### src/rtl/wsr_pkg.sv
package wsr_pkg;

  // Register index codes seen on the read and write index ports.
  typedef enum logic [1:0] {
    IDX_MOD  = 2'd0,
    IDX_RND  = 2'd1,
    IDX_HOLE = 2'd2,
    IDX_ACC  = 2'd3
  } wsr_idx_e;

  // Number of plain storage slots (modulus, accumulator).
  localparam int unsigned N_PLAIN = 2;

  // Maps a plain slot number to the index code that addresses it.
  function automatic wsr_idx_e slot_to_idx(input int unsigned slot);
    return (slot == 0) ? IDX_MOD : IDX_ACC;
  endfunction

endpackage

### src/rtl/wsr_rst_sync.sv
module wsr_rst_sync #(
  parameter int unsigned STAGES = 2
) (
  input  logic clk_i,
  input  logic rst_ni,
  output logic rst_sync_no
);

  logic [STAGES-1:0] sync_q;
  logic [STAGES-1:0] sync_d;

  always_comb begin
    sync_d = {sync_q[STAGES-2:0], 1'b1};
  end

  always_ff @(posedge clk_i or negedge rst_ni) begin
    if (!rst_ni) begin
      sync_q <= '0;
    end else begin
      sync_q <= sync_d;
    end
  end

  assign rst_sync_no = sync_q[STAGES-1];

endmodule

### src/rtl/wsr_slot.sv
module wsr_slot #(
  parameter int unsigned DATA_W = 256
) (
  input  logic              clk_i,
  input  logic              rst_ni,
  input  logic              wr_i,
  input  logic [DATA_W-1:0] wr_data_i,
  input  logic              commit_i,
  input  logic              abort_i,
  output logic [DATA_W-1:0] q_o,
  output logic              pend_o,
  output logic              upd_o
);

  logic [DATA_W-1:0] val_q, val_d;
  logic [DATA_W-1:0] stg_q, stg_d;
  logic              pend_q, pend_d;
  logic              val_en, stg_en;
  logic              eff_pend;
  logic [DATA_W-1:0] eff_val;

  // Next state: a write in this cycle is folded in before the strobes act.
  always_comb begin
    eff_pend = wr_i | pend_q;
    eff_val  = wr_i ? wr_data_i : stg_q;
    upd_o    = commit_i & ~abort_i & eff_pend;
    val_en   = upd_o;
    val_d    = eff_val;
    stg_en   = wr_i & ~abort_i & ~commit_i;
    stg_d    = wr_data_i;
    if (abort_i || commit_i) begin
      pend_d = 1'b0;
    end else begin
      pend_d = eff_pend;
    end
  end

  always_ff @(posedge clk_i or negedge rst_ni) begin
    if (!rst_ni) begin
      val_q  <= '0;
      stg_q  <= '0;
      pend_q <= 1'b0;
    end else begin
      if (val_en) begin
        val_q <= val_d;
      end
      if (stg_en) begin
        stg_q <= stg_d;
      end
      pend_q <= pend_d;
    end
  end

  assign q_o    = val_q;
  assign pend_o = pend_q;

endmodule

### src/rtl/wsr_read_mux.sv
module wsr_read_mux
  import wsr_pkg::*;
#(
  parameter int unsigned DATA_W = 256
) (
  input  logic [1:0]                      idx_i,
  input  logic [N_PLAIN-1:0][DATA_W-1:0]  slot_q_i,
  input  logic [DATA_W-1:0]               rnd_i,
  output logic [DATA_W-1:0]               data_o,
  output logic                            valid_o
);

  always_comb begin
    data_o  = '0;
    valid_o = 1'b1;
    case (wsr_idx_e'(idx_i))
      IDX_MOD: data_o = slot_q_i[0];
      IDX_RND: data_o = rnd_i;
      IDX_ACC: data_o = slot_q_i[1];
      default: valid_o = 1'b0;
    endcase
  end

endmodule

### src/rtl/wsr_file.sv
module wsr_file
  import wsr_pkg::*;
#(
  parameter int unsigned DATA_W = 256
) (
  input  logic              clk_i,
  input  logic              rst_ni,
  input  logic              wr_en_i,
  input  logic [1:0]        wr_idx_i,
  input  logic [DATA_W-1:0] wr_data_i,
  input  logic              commit_i,
  input  logic              abort_i,
  input  logic              rd_en_i,
  input  logic [1:0]        rd_idx_i,
  output logic [DATA_W-1:0] rd_data_o,
  output logic              rd_valid_o,
  input  logic [DATA_W-1:0] rnd_data_i,
  output logic              rnd_req_o,
  output logic              trace_vld_o,
  output logic [1:0]        trace_mask_o
);

  logic                           rst_sync_n;
  logic [N_PLAIN-1:0][DATA_W-1:0] slot_q;
  logic [N_PLAIN-1:0]             slot_pend;
  logic [N_PLAIN-1:0]             slot_upd;
  logic [N_PLAIN-1:0]             slot_wr;
  logic [N_PLAIN-1:0]             trace_q, trace_d;

  wsr_rst_sync #(.STAGES(2)) u_rst (
    .clk_i       (clk_i),
    .rst_ni      (rst_ni),
    .rst_sync_no (rst_sync_n)
  );

  // One staged register per plain slot; random slot and hole get no storage.
  for (genvar s = 0; s < N_PLAIN; s++) begin : g_slot
    always_comb begin
      slot_wr[s] = wr_en_i && (wr_idx_i == slot_to_idx(s));
    end

    wsr_slot #(.DATA_W(DATA_W)) u_slot (
      .clk_i     (clk_i),
      .rst_ni    (rst_sync_n),
      .wr_i      (slot_wr[s]),
      .wr_data_i (wr_data_i),
      .commit_i  (commit_i),
      .abort_i   (abort_i),
      .q_o       (slot_q[s]),
      .pend_o    (slot_pend[s]),
      .upd_o     (slot_upd[s])
    );
  end

  wsr_read_mux #(.DATA_W(DATA_W)) u_mux (
    .idx_i    (rd_idx_i),
    .slot_q_i (slot_q),
    .rnd_i    (rnd_data_i),
    .data_o   (rd_data_o),
    .valid_o  (rd_valid_o)
  );

  always_comb begin
    rnd_req_o = rd_en_i && (wsr_idx_e'(rd_idx_i) == IDX_RND);
    trace_d   = slot_upd;
  end

  always_ff @(posedge clk_i or negedge rst_sync_n) begin
    if (!rst_sync_n) begin
      trace_q <= '0;
    end else begin
      trace_q <= trace_d;
    end
  end

  assign trace_mask_o = trace_q;
  assign trace_vld_o  = |trace_q;

endmodule

### config.mk
export PLATFORM = sky130hd
export DESIGN_NAME = wsr_file
export DESIGN_NICKNAME = d
export VERILOG_FILES = /design/src/rtl/wsr_pkg.sv /design/src/rtl/wsr_rst_sync.sv /design/src/rtl/wsr_slot.sv /design/src/rtl/wsr_read_mux.sv /design/src/rtl/wsr_file.sv
export SDC_FILE = /design/constraint.sdc
export NUM_CORES = 2
export LEC_CHECK = 0
export BUFFER_PORTS_ARGS = -buffer_cell sky130_fd_sc_hd__buf_4
export CORE_ASPECT_RATIO = 1.5
export CORE_MARGIN = 1
export CORE_UTILIZATION = 46
export DETAILED_ROUTE_END_ITERATION = 10
export PLACE_DENSITY_LB_ADDON = 0.12
export SYNTH_ARGS = -nofsm -noshare
export SYNTH_HDL_FRONTEND = slang
export SYNTH_SLANG_ARGS = --single-unit
export TNS_END_PERCENT = 50
### constraint.sdc
create_clock -name clk_i -period 29 [get_ports clk_i]
set_input_delay 4.35 -clock clk_i [delete_from_list [all_inputs] [get_ports clk_i]]
set_output_delay 4.35 -clock clk_i [all_outputs]
set_load 0.005 [all_outputs]
Word-level counts from Yosys, hierarchy flattened
Cells that the tools add are included.
{"block": "word_totals", "regBits": 1030, "input_bits": 522, "wordCells": 36}
{"block": "op_classes", "eq_ne": 3, "n_mux": 6, "bitwise_logic": 11, "n_reduce_logical": 8}
{"cell": "one-hot mux 256 bit (3 select lines)", "count": 1}
{"cell": "two-way mux 256 bit", "count": 2}
{"cell": "AND 1 bit", "count": 7}
{"cell": "equality test 2 bit, second input constant", "count": 2}
{"cell": "logical NOT 2 bit", "count": 2}
{"cell": "logical AND 1 bit", "count": 3}
{"cell": "two-way mux 1 bit", "count": 3}
{"cell": "OR reduction 3 bit", "count": 1}
{"cell": "equality test 2 x 1 -> 1 bit, second input constant", "count": 1}
{"cell": "NOT 1 bit", "count": 2}
{"cell": "bitwise OR 1 bit", "count": 2}
{"cell": "OR reduction 2 bit", "count": 1}
{"cell": "logical OR 1 bit", "count": 1}

Depth between registers and ports, before layout
{"block": "depth", "word_depth": 4, "mapped_depth": 7, "mapped_depth_nobuf": 3}

Cells and area by module
Synthesis repeated with hierarchy kept, for this count alone.
{"block": "unflattened", "cells_unflattened": 3349, "hier_area_um2": 50729.9}
{"module": "wsr_slot", "instances": 2, "cells_per_inst": 1370, "area_per_inst_um2": 22009.9}
{"module": "wsr_read_mux", "instances": 1, "cells_per_inst": 600, "area_per_inst_um2": 6572.6}
{"module": "wsr_file", "instances": 1, "cells_per_inst": 6, "area_per_inst_um2": 83.8}
{"module": "wsr_rst_sync", "instances": 1, "cells_per_inst": 3, "area_per_inst_um2": 53.8}

Least setup slack after synthesis
OpenSTA, ideal clock, no wires.
{"block": "synth_path", "path_kind": "input port to output port", "from": "input rd_idx_i[1]", "to": "output rd_data_o[100]", "arrival_ns": 5.531, "required_ns": 24.650, "slack_ns": 19.119, "stages": 5, "cell_sequence": "clkbuf_1 clkbuf_1 buf_2 mux2_2 a22o_1"}
{"block": "synth_between", "elab_chain_len": 2}
{"element": "start: declaration", "line_no": "wsr_file.sv:14", "source": "input logic [1:0] rd_idx_i,"}
{"element": "equality test 2 bit, or another cell as far along", "line_no": "wsr_read_mux.sv:16", "source": "case (wsr_idx_e'(idx_i))"}
{"element": "one-hot mux 256 bit (3 select lines) *", "line_no": "wsr_read_mux.sv:16"}
{"element": "end: declaration", "line_no": "wsr_file.sv:15", "source": "output logic [DATA_W-1:0] rd_data_o,"}
Every way passes the cells marked *; elsewhere a longest branch is shown, timed or not.

Worst setup path in the final report
{"block": "layout_path", "from": "input rd_idx_i[1]", "to": "output rd_data_o[88]"}
Same word-level chain as after synthesis.

==> metrics.md <==
| Metric | Value |
|---|---|
| Outcome | `completed` |
| Setup WS post-layout | `between 15 and 20 ns` |
| Final nets | `just over 6000` |
| Max Slew Vio Count | `0` |
| Worst r2r dst | `g_slot[1].u_slot.q_o[253]$_DFFE_PN0P_` |
| Pre-CTS setup slack | `between 15 and 20 ns` |
| Dominant synthesized flop cell | `dfrtp_1` |
| VDD IR max | `roughly 0.047 mV` |
| Worst Reg-to-Reg Cells | `6` |
| Final hold viol count | `0` |
| CTS sink count | `roughly 1000` |
| Slew @ Worst Pin | `between 1 and 1.5 ns` |
| Post-synthesis cell count | `approximately 5200` |
| Final period util | `roughly two fifths` |
| Antenna-violating nets left | `0` |
| Yosys warns | `0` |
| Leak | `approximately 0.027 µW` |
| Root Buffer | `clkbuf_16` |
| Ys async rst share | `100%` |
| Total track usage | `28.9%` |
| Syn Area/Cell | `~10 µm²` |
| Pin count of the biggest net entering global routing | `around 230` |
| Mapped Area | `roughly 0.054 mm²` |
| Tightest Hold Check Type | `register to async pin` |
| Layout Skew | `a little over 0.03 ns` |
| # resized after CTS | `0` |
| # Max-Cap Violations | `0` |
| Detailed Place HPWL | `roughly 110000 µm` |
| DRC | `0` |
| Crit end category | `output port` |
| Clock transition at path regs | `roughly 0.070 ns` |
| Initial antenna violation count | `42` |
| Worst EP arrival | `7.19 ns` |
| Endpoints failing setup | `0` |
| Yosys top cell area share | `47.7%` |
| Req. time, crit path | `about 25 ns` |
| Routed WL per cell | `around 24 µm` |
| Vias per std cell | `6.40` |
| Total Die Area | `roughly 0.12 mm²` |
| Top Ports | `783` |
| Cts hold-fix bufs | `0` |
| Sequential fraction of the synthesis area | `between 40% and 50%` |
| Setup Total Neg Slack | `0 ns` |
| Reg2Reg Setup Slack | `about 23 ns` |
| Max Clock Freq | `0.0867 GHz` |
| Worst r2r src | `u_rst.sync_q[1]$_DFF_PN0_` |
| Post-CTS Setup Inserts | `0` |
| CP max FO | `just over 80` |
| Count of cell types in the netlist | `23` |
| Grt ovf | `0` |
| H-tree depth | `3` |
| Clock latency on the worst-skew pair | `between 0.6 and 0.7 ns` |
| Share of cells above drive strength 1 | `27.5%` |
| Sequential Area | `between 0.02 and 0.03 mm²` |
| Leading area contributor after synthesis | `dfrtp_1` |
| Top post-synthesis cells by area | `dfrtp_1, nand4_1, mux2_2` |
| Fill count | `10200` |
| RSZ-0062 raised after global routing | `no` |
| Element type at the critical path start | `primary input` |
| I/O Buffers | `between 700 and 800` |
| PwrDens | `59.0 mW/mm²` |
| TritonCTS buffer count | `between 100 and 150` |
| Vert. Die Dim | `about 420 µm` |
| Pre-Repair DR Iteration Count | `6` |
| Post-synth EDFFs | `0` |
| Clock Path Buffers | `3` |
| Vias | `roughly 46000` |
| RePlAce Congestion | `~0.83` |
| Mapped Nets | `between 5000 and 6000` |
| Cell Rows | `153` |
| CTS tree | `done` |
| #FFs+latches synth | `a little over 1000` |
| Initial DRC Count | `~4200` |
| Tmin final | `11.54 ns` |
| DIE WIDTH | `282 µm` |
| Area of the multi-input gates | `0.0258 mm²` |
| Vias in the first global route | `around 44000` |
| DRT Wirelength | `around 180000 µm` |
| Critical path type | `primary input to output port` |
| Area Overhead vs Synth | `17.8%` |
| Core footprint | `between 0.1 and 0.15 mm²` |
| Initial Util | `46.5%` |
| First-pass GRT wire length | `between 200000 and 300000 µm` |
| Slew Limit Headroom | `~22%` |
## cell type report
type | instances | area share, %
Clock buffer | 140 | 4.50
Antenna cell | 26 | 0.102
Timing Repair Buffer | 850 | 10.2
Clock inverter | 46 | 1.08
Tap cell | 1550 | 3.05
Multi-Input combinational cell | 3604 | 40.5
Sequential cell | 1030 | 40.5
## sequential cells by signal, summed over array words and instances, names as in the netlist
register	cells
u_rst.sync_q	2
g_slot.u_slot.q_o	512
trace_mask_o	2
g_slot.u_slot.stg_q	512
g_slot.u_slot.pend_o	2
## logic make-up (layout without fill, tap and decap cells)
family                 Yosys count  in the layout  synth area share, %
other                            1             27              0.00694
flip-flops                    1030           1030                 47.7
AND/OR/NAND/NOR               2579           2579                 27.5
buffers and inverters          597           1036                 4.64
AO/OA/AOI/OAI                  256            256                 4.15
multiplexers                   768            768                 16.0
## metrics by stage
step                util [%]  cells  hold WS, ns  power [µW]  cell area, µm²
floorplan                  -   5231        0.331        2110           54000
global placement        51.7   7034        0.337        2320           60000
detailed placement      51.7   7034        0.336        2350           60000
CTS                     54.7   7220        0.369        3780           63600
global route            54.8   7238        0.379        3910           63600
finish                  54.8   7246        0.368        3750           63600
## cell usage in the layout (no fill, tap or decap), types with 101 or more instances in the layout
master	n
dfrtp_1	1027
nand4_1	1024
buf_4	839
mux2_2	528
nand3b_1	512
nand3_1	512
nand2_1	512
a22o_1	256
mux2_1	240
clkbuf_16	101
## synthesized netlist by cell type (2+ instances only)
cell type,n
nand4_1,1024
nand2b_1,2
mux2_1,240
nor3_1,2
a22o_1,256
buf_4,10
nor2_1,6
buf_6,5
clkbuf_1,392
dfrtp_1,1030
buf_2,150
nand3_1,513
mux2_2,528
nand3b_1,512
nand2_1,514
buf_1,40
## per-layer routing
layer / share of wire [%] / up-vias / GRT usage, %
li1: - / 20500 / -
met1: 43 / 23800 / 41.0
met2: 46 / 1812 / 43.7
met3: 8.2 / 278 / 6.00
met4: 2.7 / 32 / 9.82
met5: 0.12 / - / 0
## where the power goes
group	switching (µW)	internal, µW	total, µW
logic	269	298	567
clock network	592	834	1430
registers	124	1630	1760
total	985	2770	3750
## critical path, cell delays in order
cell,delay [ns]
buf_8,0.46
buf_4,0.72
buf_4,0.71
mux2_2,0.41
a22o_1,0.20
buf_4,0.14
## worst max path at each step
stage          slack [ns]                                 to                 startpoint  cells after the start
2_1_floorplan       12.29  g_slot[0].u_slot.pend_o$_DFF_PN0_  u_rst.sync_q[1]$_DFF_PN0_                      0
3_3_place_gp        17.46                      rd_data_o[88]                rd_idx_i[1]                      6
3_5_place_dp        17.43                      rd_data_o[88]                rd_idx_i[1]                      6
4_1_cts             17.43                      rd_data_o[88]                rd_idx_i[1]                      6
5_1_grt             17.31                      rd_data_o[74]                rd_idx_i[1]                      6
6_report            17.46                      rd_data_o[88]                rd_idx_i[1]                      6
No activity file was read; power rests on OpenSTA's default activity.
